$ cat src/rtl/rpa_pkg.sv
`timescale 1ns/1ps
package rpa_pkg;
    localparam int NSLOT = 6;
    localparam int NMID  = NSLOT - 2;
    localparam int SEL_W = $clog2(NMID);
    localparam int IDX_W = $clog2(NSLOT);

    typedef logic [SEL_W-1:0] sel_t;
    typedef logic [IDX_W-1:0] idx_t;

    localparam idx_t IDX_NONE = '1;

    typedef struct packed {
        sel_t sel;
        logic rot;
    } arb_state_t;

    // Line searched at position pos for selector s; first and last are fixed.
    function automatic idx_t slot_at(input sel_t s, input int pos);
        int tmp;
        if (pos == 0) begin
            tmp = 0;
        end else if (pos == NSLOT - 1) begin
            tmp = NSLOT - 1;
        end else begin
            tmp = ((pos - 1 + int'(s)) % NMID) + 1;
        end
        return idx_t'(tmp);
    endfunction
endpackage

$ cat src/rtl/rpa_order_map.sv
`timescale 1ns/1ps
module rpa_order_map
    import rpa_pkg::*;
(
    input  sel_t                          sel_i,
    output logic [NSLOT-1:0][IDX_W-1:0]   order_o
);
    for (genvar p = 0; p < NSLOT; p++) begin : g_pos
        assign order_o[p] = slot_at(sel_i, p);
    end
endmodule

$ cat src/rtl/rpa_pick.sv
`timescale 1ns/1ps
module rpa_pick
    import rpa_pkg::*;
(
    input  logic [NSLOT-1:0][IDX_W-1:0] order_i,
    input  logic [NSLOT-1:0]            req_i,
    input  logic [NSLOT-1:0]            en_i,
    output idx_t                        win_idx_o,
    output logic                        win_vld_o
);
    logic [NSLOT-1:0] usable;
    logic [NSLOT-1:0] hit;

    assign usable = req_i & en_i;

    for (genvar p = 0; p < NSLOT; p++) begin : g_hit
        assign hit[p] = usable[order_i[p]];
    end

    always_comb begin
        win_idx_o = IDX_NONE;
        win_vld_o = 1'b0;
        for (int p = NSLOT - 1; p >= 0; p--) begin
            if (hit[p]) begin
                win_idx_o = order_i[p];
                win_vld_o = 1'b1;
            end
        end
    end
endmodule

$ cat src/rtl/rpa_sel_ctrl.sv
`timescale 1ns/1ps
module rpa_sel_ctrl
    import rpa_pkg::*;
(
    input  logic clk_i,
    input  logic rst_i,
    input  logic cfg_we_i,
    input  sel_t cfg_sel_i,
    input  logic cfg_rot_i,
    input  logic adv_i,
    output sel_t sel_o,
    output logic rot_o
);
    arb_state_t st_d, st_q;

    always_comb begin
        st_d = st_q;
        if (cfg_we_i) begin
            st_d.sel = cfg_sel_i;
            st_d.rot = cfg_rot_i;
        end else if (st_q.rot && adv_i) begin
            st_d.sel = st_q.sel + sel_t'(1);
        end
    end

    always_ff @(posedge clk_i) begin
        if (rst_i) begin
            st_q <= '{sel: '0, rot: 1'b0};
        end else begin
            st_q <= st_d;
        end
    end

    assign sel_o = st_q.sel;
    assign rot_o = st_q.rot;

    assert_load_R9: assert property (@(posedge clk_i) disable iff (rst_i)
        cfg_we_i |=> (sel_o == $past(cfg_sel_i)) && (rot_o == $past(cfg_rot_i)));

    assert_step_R5: assert property (@(posedge clk_i) disable iff (rst_i)
        (!cfg_we_i && adv_i && rot_o) |=> (sel_o == sel_t'($past(sel_o) + sel_t'(1))));

    assert_hold_R6: assert property (@(posedge clk_i) disable iff (rst_i)
        (!cfg_we_i && !rot_o) |=> $stable(sel_o));

    assert_noadv_R7: assert property (@(posedge clk_i) disable iff (rst_i)
        (!cfg_we_i && !adv_i) |=> $stable(sel_o));

    assert_reset_R8: assert property (@(posedge clk_i)
        rst_i |=> (sel_o == '0) && !rot_o);
endmodule

$ cat src/rtl/rot_prio_arb.sv
`timescale 1ns/1ps
module rot_prio_arb
    import rpa_pkg::*;
(
    input  logic             clk_i,
    input  logic             rst_i,
    input  logic [5:0]       req_i,
    input  logic [5:0]       slot_en_i,
    input  logic             cfg_we_i,
    input  logic [1:0]       cfg_sel_i,
    input  logic             cfg_rot_i,
    input  logic             take_i,
    output logic [2:0]       win_idx_o,
    output logic             win_vld_o,
    output logic [1:0]       sel_o
);
    sel_t                        sel_q;
    logic                        rot_q;
    logic [NSLOT-1:0][IDX_W-1:0] order;
    idx_t                        win_idx;
    logic                        win_vld;

    rpa_order_map u_map (
        .sel_i   (sel_q),
        .order_o (order)
    );

    rpa_pick u_pick (
        .order_i   (order),
        .req_i     (req_i),
        .en_i      (slot_en_i),
        .win_idx_o (win_idx),
        .win_vld_o (win_vld)
    );

    rpa_sel_ctrl u_ctrl (
        .clk_i     (clk_i),
        .rst_i     (rst_i),
        .cfg_we_i  (cfg_we_i),
        .cfg_sel_i (cfg_sel_i),
        .cfg_rot_i (cfg_rot_i),
        .adv_i     (take_i && win_vld),
        .sel_o     (sel_q),
        .rot_o     (rot_q)
    );

    assign win_idx_o = win_idx;
    assign win_vld_o = win_vld;
    assign sel_o     = sel_q;

    assert_usable_R3: assert property (@(posedge clk_i) disable iff (rst_i)
        win_vld_o |-> (req_i[win_idx_o] && slot_en_i[win_idx_o]));

    assert_none_R4: assert property (@(posedge clk_i) disable iff (rst_i)
        !win_vld_o |-> ((win_idx_o == 3'd7) && ((req_i & slot_en_i) == 6'd0)));

    assert_first_R2: assert property (@(posedge clk_i) disable iff (rst_i)
        (req_i[0] && slot_en_i[0]) |-> (win_vld_o && win_idx_o == 3'd0));

    assert_last_R2: assert property (@(posedge clk_i) disable iff (rst_i)
        (win_vld_o && win_idx_o == 3'd5) |-> ((req_i[4:0] & slot_en_i[4:0]) == 5'd0));
endmodule

$ cat config.mk
export PLATFORM = sky130hd
export DESIGN_NAME = rot_prio_arb
export DESIGN_NICKNAME = d
export VERILOG_FILES = /design/src/rtl/rpa_pkg.sv /design/src/rtl/rpa_order_map.sv /design/src/rtl/rpa_pick.sv /design/src/rtl/rpa_sel_ctrl.sv /design/src/rtl/rot_prio_arb.sv
export SDC_FILE = /design/constraint.sdc
export NUM_CORES = 1
export LEC_CHECK = 0
export BUFFER_PORTS_ARGS = -buffer_cell sky130_fd_sc_hd__buf_4
export CAP_MARGIN = 20
export CORE_MARGIN = 1.5
export CORE_UTILIZATION = 50
export DETAILED_ROUTE_END_ITERATION = 10
export PLACE_DENSITY = 0.8
export SLEW_MARGIN = 10
export SYNTH_ARGS = -nofsm -noshare
export SYNTH_HDL_FRONTEND = slang
export SYNTH_SLANG_ARGS = --single-unit
export TNS_END_PERCENT = 5
$ cat constraint.sdc
create_clock -name clk_i -period 5.2 [get_ports clk_i]
set_input_delay 0 -clock clk_i [delete_from_list [all_inputs] [get_ports clk_i]]
set_output_delay 0 -clock clk_i [all_outputs]
set_load 0.02 [all_outputs]
---- Word-level counts from Yosys, hierarchy flattened ----
Cells that the tools add are included.
word-level totals
  input bits .............................. 19
  word-level logic and storage cells ...... 45
  register bits ........................... 3
  output and inout port bits .............. 6
cells by class
  bitwise logic cells ..................... 4
  magnitude comparators ................... 4
  add/sub/neg operators ................... 7
  reductions and logical operators ........ 6
  mux-type cells .......................... 22
operator list
  cell                                                                  count
  3-bit by 4-bit < comparator with 1-bit output, second input constant  4
  3-bit 2-to-1 mux                                                      5
  1-bit binary-select mux with 3-bit select                             4
  1-bit 2-to-1 mux                                                      10
  3-bit by 2-bit adder with 3-bit output, second input constant         3
  6-bit bitwise AND                                                     1
  2-bit 2-to-1 mux                                                      3
  2-bit OR reduction                                                    3
  2-bit adder, first input constant                                     2
  2-bit by 1-bit adder with 3-bit output, second input constant         1
  1-bit bitwise AND, first input constant                               3
  2-bit by 1-bit adder with 2-bit output, second input constant         1
  1-bit logical AND                                                     2
  2-bit nonzero test                                                    1

---- Depth between registers and ports, before layout ----
  depth after elaboration ................. 15
  gate-level depth with buffers ........... 11
  gate-level depth less buffers ........... 8

---- Modules after synthesis ----
From an unflattened synthesis, not the netlist that was laid out.
unflattened totals
  cells, all modules ...................... 155
  area total of the unflattened synthesis .. 1147.4 µm²
by module, submodules not included
  module         area an instance (µm²)  times used  cells an instance  seq. area each (µm²)
  rpa_pick       834.6                   1           119                0.0
  rpa_order_map  153.9                   1           20                 0.0
  rpa_sel_ctrl   152.6                   1           15                 60.1
  rot_prio_arb   6.3                     1           1                  0.0

---- Worst setup path after synthesis ----
OpenSTA, ideal clock, no wires.
  path kind ............................... register -> register
  start point ............................. reg u_ctrl.st_q (netlist bit u_ctrl.sel_o[0])
  end point ............................... reg u_ctrl.st_q (netlist bit u_ctrl.sel_o[1])
  path buffers ............................ 2
  slack ................................... 2128 ps
  stages on the path, launching flop included .. 11
  period minus slack after synthesis ...... 3072 ps
  setup time .............................. 119 ps
  arrival time ............................ 2953 ps
  data required time ...................... 5081 ps
  cells stage by stage .................... dfxtp_1 > buf_6 > inv_1 > ha_1 > buf_2 > nand2_2 > o22ai_1 > or4_1 > a2111o_1 > a41o_1 > o221a_2
between the ends
  word-level cells in the longest chain between the ends .. 14
  elaborated cells on any way between the ends .. 31
  those cells by class .................... 7 x add/sub; 15 x mux; 3 x bitwise; 6 x reduce/logical
RTL lines
  element                                    line                text
  start, declared                            rpa_sel_ctrl.sv:14  arb_state_t st_d, st_q;
  start signal, assigned                     rpa_sel_ctrl.sv:28  st_q <= '{sel: '0, rot: 1'b0};
  start signal, assigned                     rpa_sel_ctrl.sv:30  st_q <= st_d;
  2-bit adder                                rpa_pkg.sv:26       tmp = ((pos - 1 + int'(s)) % NMID) + 1;
  2-bit OR reduction (no line)               -
  1-bit bitwise AND (no line)                -
  3-bit by 2-bit adder with 3-bit output     rpa_pkg.sv:26
  1-bit binary-select mux with 3-bit select  rpa_pick.sv:17      assign hit[p] = usable[order_i[p]];
  1-bit 2-to-1 mux (implied by the code)     rpa_pick.sv:17
  1-bit 2-to-1 mux (3 in a row)              rpa_pick.sv:24      if (hit[p]) begin
  1-bit 2-to-1 mux (*) (2 in a row)          rpa_pick.sv:24
  named net win_vld_o                        rot_prio_arb.sv:14  output logic win_vld_o,
  1-bit logical AND (*)                      rot_prio_arb.sv:42  .adv_i (take_i && win_vld),
  1-bit logical AND (*)                      rpa_sel_ctrl.sv:21  end else if (st_q.rot && adv_i) begin
  2-bit nonzero test (no line) (*)           -
Mark *: on every way through the listed nets, which the timed path passes. The rest lies on a longest branch. The select of a mux whose other input is x is not followed.
A chain may end at the register's enable or synchronous reset.

---- Worst setup path in the final report ----
  start point ............................. reg u_ctrl.st_q (netlist bit u_ctrl.sel_o[0])
  end point ............................... out win_idx_o[1]
between the ends
  word-level cells in the longest chain between the ends .. 11
  elaborated cells on any way between the ends .. 25
  those cells by class .................... 6 x add/sub; 13 x mux; 3 x bitwise; 3 x reduce/logical
RTL lines
  element                                    line                text
  2-bit adder                                rpa_pkg.sv:26
  2-bit OR reduction (no line)               -
  1-bit bitwise AND (no line)                -
  3-bit by 2-bit adder with 3-bit output     rpa_pkg.sv:26
  1-bit binary-select mux with 3-bit select  rpa_pick.sv:17
  1-bit 2-to-1 mux (implied by the code)     rpa_pick.sv:17
  3-bit 2-to-1 mux (3 in a row)              rpa_pick.sv:24
  3-bit 2-to-1 mux (*) (2 in a row)          rpa_pick.sv:24
  end, declared                              rot_prio_arb.sv:13  output logic [2:0] win_idx_o,
Every way passes the cells marked *; elsewhere a longest branch is shown, timed or not. The select of a mux whose other input is x is not followed.

==> impl_metrics.yaml <==
die:
  die_x_um: 40.7
  rows: 13
  die_y_um: 40.7
  die_area_mm2: 0.00165
  initial_utilization_pct: 53.8
  core-area_mm2: 0.00132
  num_io_pins: 25
worst_hold_path:
  min_to: "u_ctrl.rot_o"
  holdCritPathClass: "input pin to flop"
  hold_start: "cfg_rot_i"
  hold_depth: 3
global_route:
  grt_antenna_before_repair: 0
  grt_pass1_vias: 753
  grt_usage_pct: 28.2
  grt_max_degree: 26
  grt_pass1_wl_um: 3190
  grt_overflow: 0
logic_synthesis:
  synthArstFlopShare_pct: 0
  syn_area_per_cell_um2: 7.09
  syn_area_um2: 709
  syn_nets: 123
  synth_edf_count: 0
  ys.flop_type: "dfxtp_1"
  yosysUniqueCellTypes: 43
  synthCells: 100
  yosysWarnings: 0
  synth-seq-cells: 3
  seq_area_frac_synth_pct: 8.47
power:
  p_per_area_mw_per_mm2: 204
  ir_worst_vdd_uv: 153
  sw_frac_of_total_pct: 42.7
  p_total_uw: 188
  power_frac_seq_pct: 15.9
  p_clk_share_pct: 21.8
  intPower_uw: 107
  switching_power_uw: 80.2
  leakagePower_uw: 0.000384
  p_comb_share_pct: 62.3
placed_design:
  gp_congestion: 0.856
  port_buffers: 24
  dp_hpwl_um: 1560
drt:
  vias: 910
  drt_iter0_markers: 52
  routed_wl_um: 2040
  wl_per_cell_um: 14.6
  drt_first_pass_iters: 4
  route.detailed.drc: 0
  antenna_left: 0
  via_per_inst: 6.50
run:
  max_cap_violations: 0
layout:
  num-fill-cells: 105
  final_common_cell: "buf_4"
  area_growth_syn_to_layout_pct: 29.8
  mostFrequentLayoutCells: "24 x buf_4, 10 x nor2_1, 9 x nand3_1"
  antenna_cells: 0
  drive_above_1_share_pct: 27.2
  nets: 149
critical_path:
  cp-end-kind: "primary output"
  worst-setup-path-type: "flop to primary output"
  cp_slowest_cell: "dfxtp_1"
  cp-start-kind: "flop"
  ff2ff_setup_slack_ns: 1.34
  critPathMaxFanout: 25
  rr_startpoint: "u_ctrl.sel_o[0]"
  arrival_ns: 4.03
  rr_worst_depth: 8
  cp.required_ns: 5.20
  crit_chain: "inv_1, ha_1, nand3b_1, a21oi_1, o32ai_1, mux2_2, a211oi_1, o221a_2, buf_4"
  slowest_delay_ns: 0.83
  r2r-end: "u_ctrl.sel_o[0]"
cts:
  root_buffer: "clkbuf_4"
  clkLatencyLatePin_ns: 0.23
  h-tree-depth: 1
  cts-buffers-inserted: 3
  cts_tree: "built"
  cts.sinks: 3
  clk_pin_slew_ns: 0.04
  clockBufferDepth: 2
  postCtsSetupRepairBufs: 0
run_status:
  status: "completed"
sta:
  rsz0062_at_grt: "no"
  finalCritPeriodShare_pct: 77.5
  fin_worst_skew_ns: 0.00309
  slew_violations: 0
  tightest_slew_ns: 0.801
  fin_setup_tns_ns: 0
  post-route-min-period_ns: 4.03
  setup_viol: 0
  final_hold_viol_count: 0
  fmax_ghz: 0.248
  slew_headroom_pct: 46.5
## power by group through the flow
stage	registers, uW	logic [uW]	clock network (uW)
3_3_place_gp	30.0	113	0
2_1_floorplan	28.5	79.4	0
6_report	29.9	117	40.8
5_1_grt	30.3	128	44.9
3_5_place_dp	30.2	114	0
4_1_cts	29.8	116	42.5
## logic make-up after synthesis
group / count (synthesis) / synth area share [%]
multiplexers: 4 / 8.11
AND/OR/NAND/NOR: 39 / 27.5
buffers and inverters: 9 / 5.99
flip-flops: 3 / 8.47
AO/OA/AOI/OAI: 41 / 42.9
adder cells (fa/ha/maj): 4 / 7.05
## state kept, by name (all words and copies together) (netlist names)
signal,cells
u_ctrl.rot_o,1
u_ctrl.sel_o,2
## critical path: cells and delay by family, from the launching register on
family / cells / cell delay, ns
simple gates: 1 / 0.22
fa+ha+maj: 1 / 0.77
compound gates: 4 / 1.13
mux: 1 / 0.40
buf+inv: 2 / 0.44
flops: 1 / 0.83
## layer usage
layer  share of wire, %  routed length, um  up-vias  track usage, %
met3                7.5                153        2            5.43
met4               0.59                 12        0            8.33
met5                  0                  0        -               0
met1                 44                898      420            37.5
li1                   -                  -      452               -
met2                 48                979       36            45.6
## through the flow
| step | std cells | utilization (%) | hold WS (ns) | area (um2) | setup WS [ns] |
|---|---|---|---|---|---|
| after global placement | 135 | 67.1 | 0.184 | 885 | 1.47 |
| after global routing | 140 | 69.9 | 0.0385 | 921 | 0.803 |
| after floorplan | 100 | - | 0.0679 | 709 | 2.13 |
| after CTS | 140 | 69.9 | 0.0133 | 921 | 1.22 |
| after detailed placement | 135 | 67.1 | 0.189 | 885 | 1.37 |
| final | 140 | 69.9 | 0.0378 | 921 | 1.17 |
## how the worst max path moves through the flow
stage                                from         endpoint  slack, ns  cells past startpoint
after CTS                 u_ctrl.sel_o[0]     win_idx_o[1]       1.22                      9
after detailed placement  u_ctrl.sel_o[0]  u_ctrl.sel_o[0]       1.37                      8
after global routing      u_ctrl.sel_o[0]     win_idx_o[1]       0.80                      9
after global placement    u_ctrl.sel_o[0]  u_ctrl.sel_o[1]       1.47                      8
after floorplan           u_ctrl.sel_o[0]  u_ctrl.sel_o[1]       2.13                     10
final                     u_ctrl.sel_o[0]     win_idx_o[1]       1.17                      9
## timing repair
action	in CTS	in global routing
hold endpoints to repair	2	0
resized for setup	0	0
hold buffers	1	0
## synthesized netlist by cell type (2+ instances only)
cell type | number | area [um2]
nand3b_1 | 4 | 30.0
mux2i_1 | 2 | 20.0
a211oi_1 | 2 | 15.0
o22ai_1 | 4 | 25.0
nand2_2 | 2 | 12.5
nor2_1 | 10 | 37.5
nand2_1 | 8 | 30.0
o31ai_1 | 2 | 15.0
o221a_2 | 2 | 22.5
a21oi_1 | 8 | 40.0
dfxtp_1 | 3 | 60.1
nand3_1 | 9 | 45.0
ha_1 | 4 | 50.1
o21ai_0 | 6 | 30.0
inv_1 | 5 | 18.8
o22a_1 | 2 | 17.5
## layout make-up
class | count | area (um2) | area share, %
multi-input combinational | 88 | 607 | 65.9
timing repair buffer | 25 | 190 | 20.7
sequential | 3 | 60.1 | 6.52
clock buffer | 4 | 26.3 | 2.85
inverter | 5 | 18.8 | 2.04
tap | 15 | 18.8 | 2.04
No activity file was read; power rests on OpenSTA's default activity.
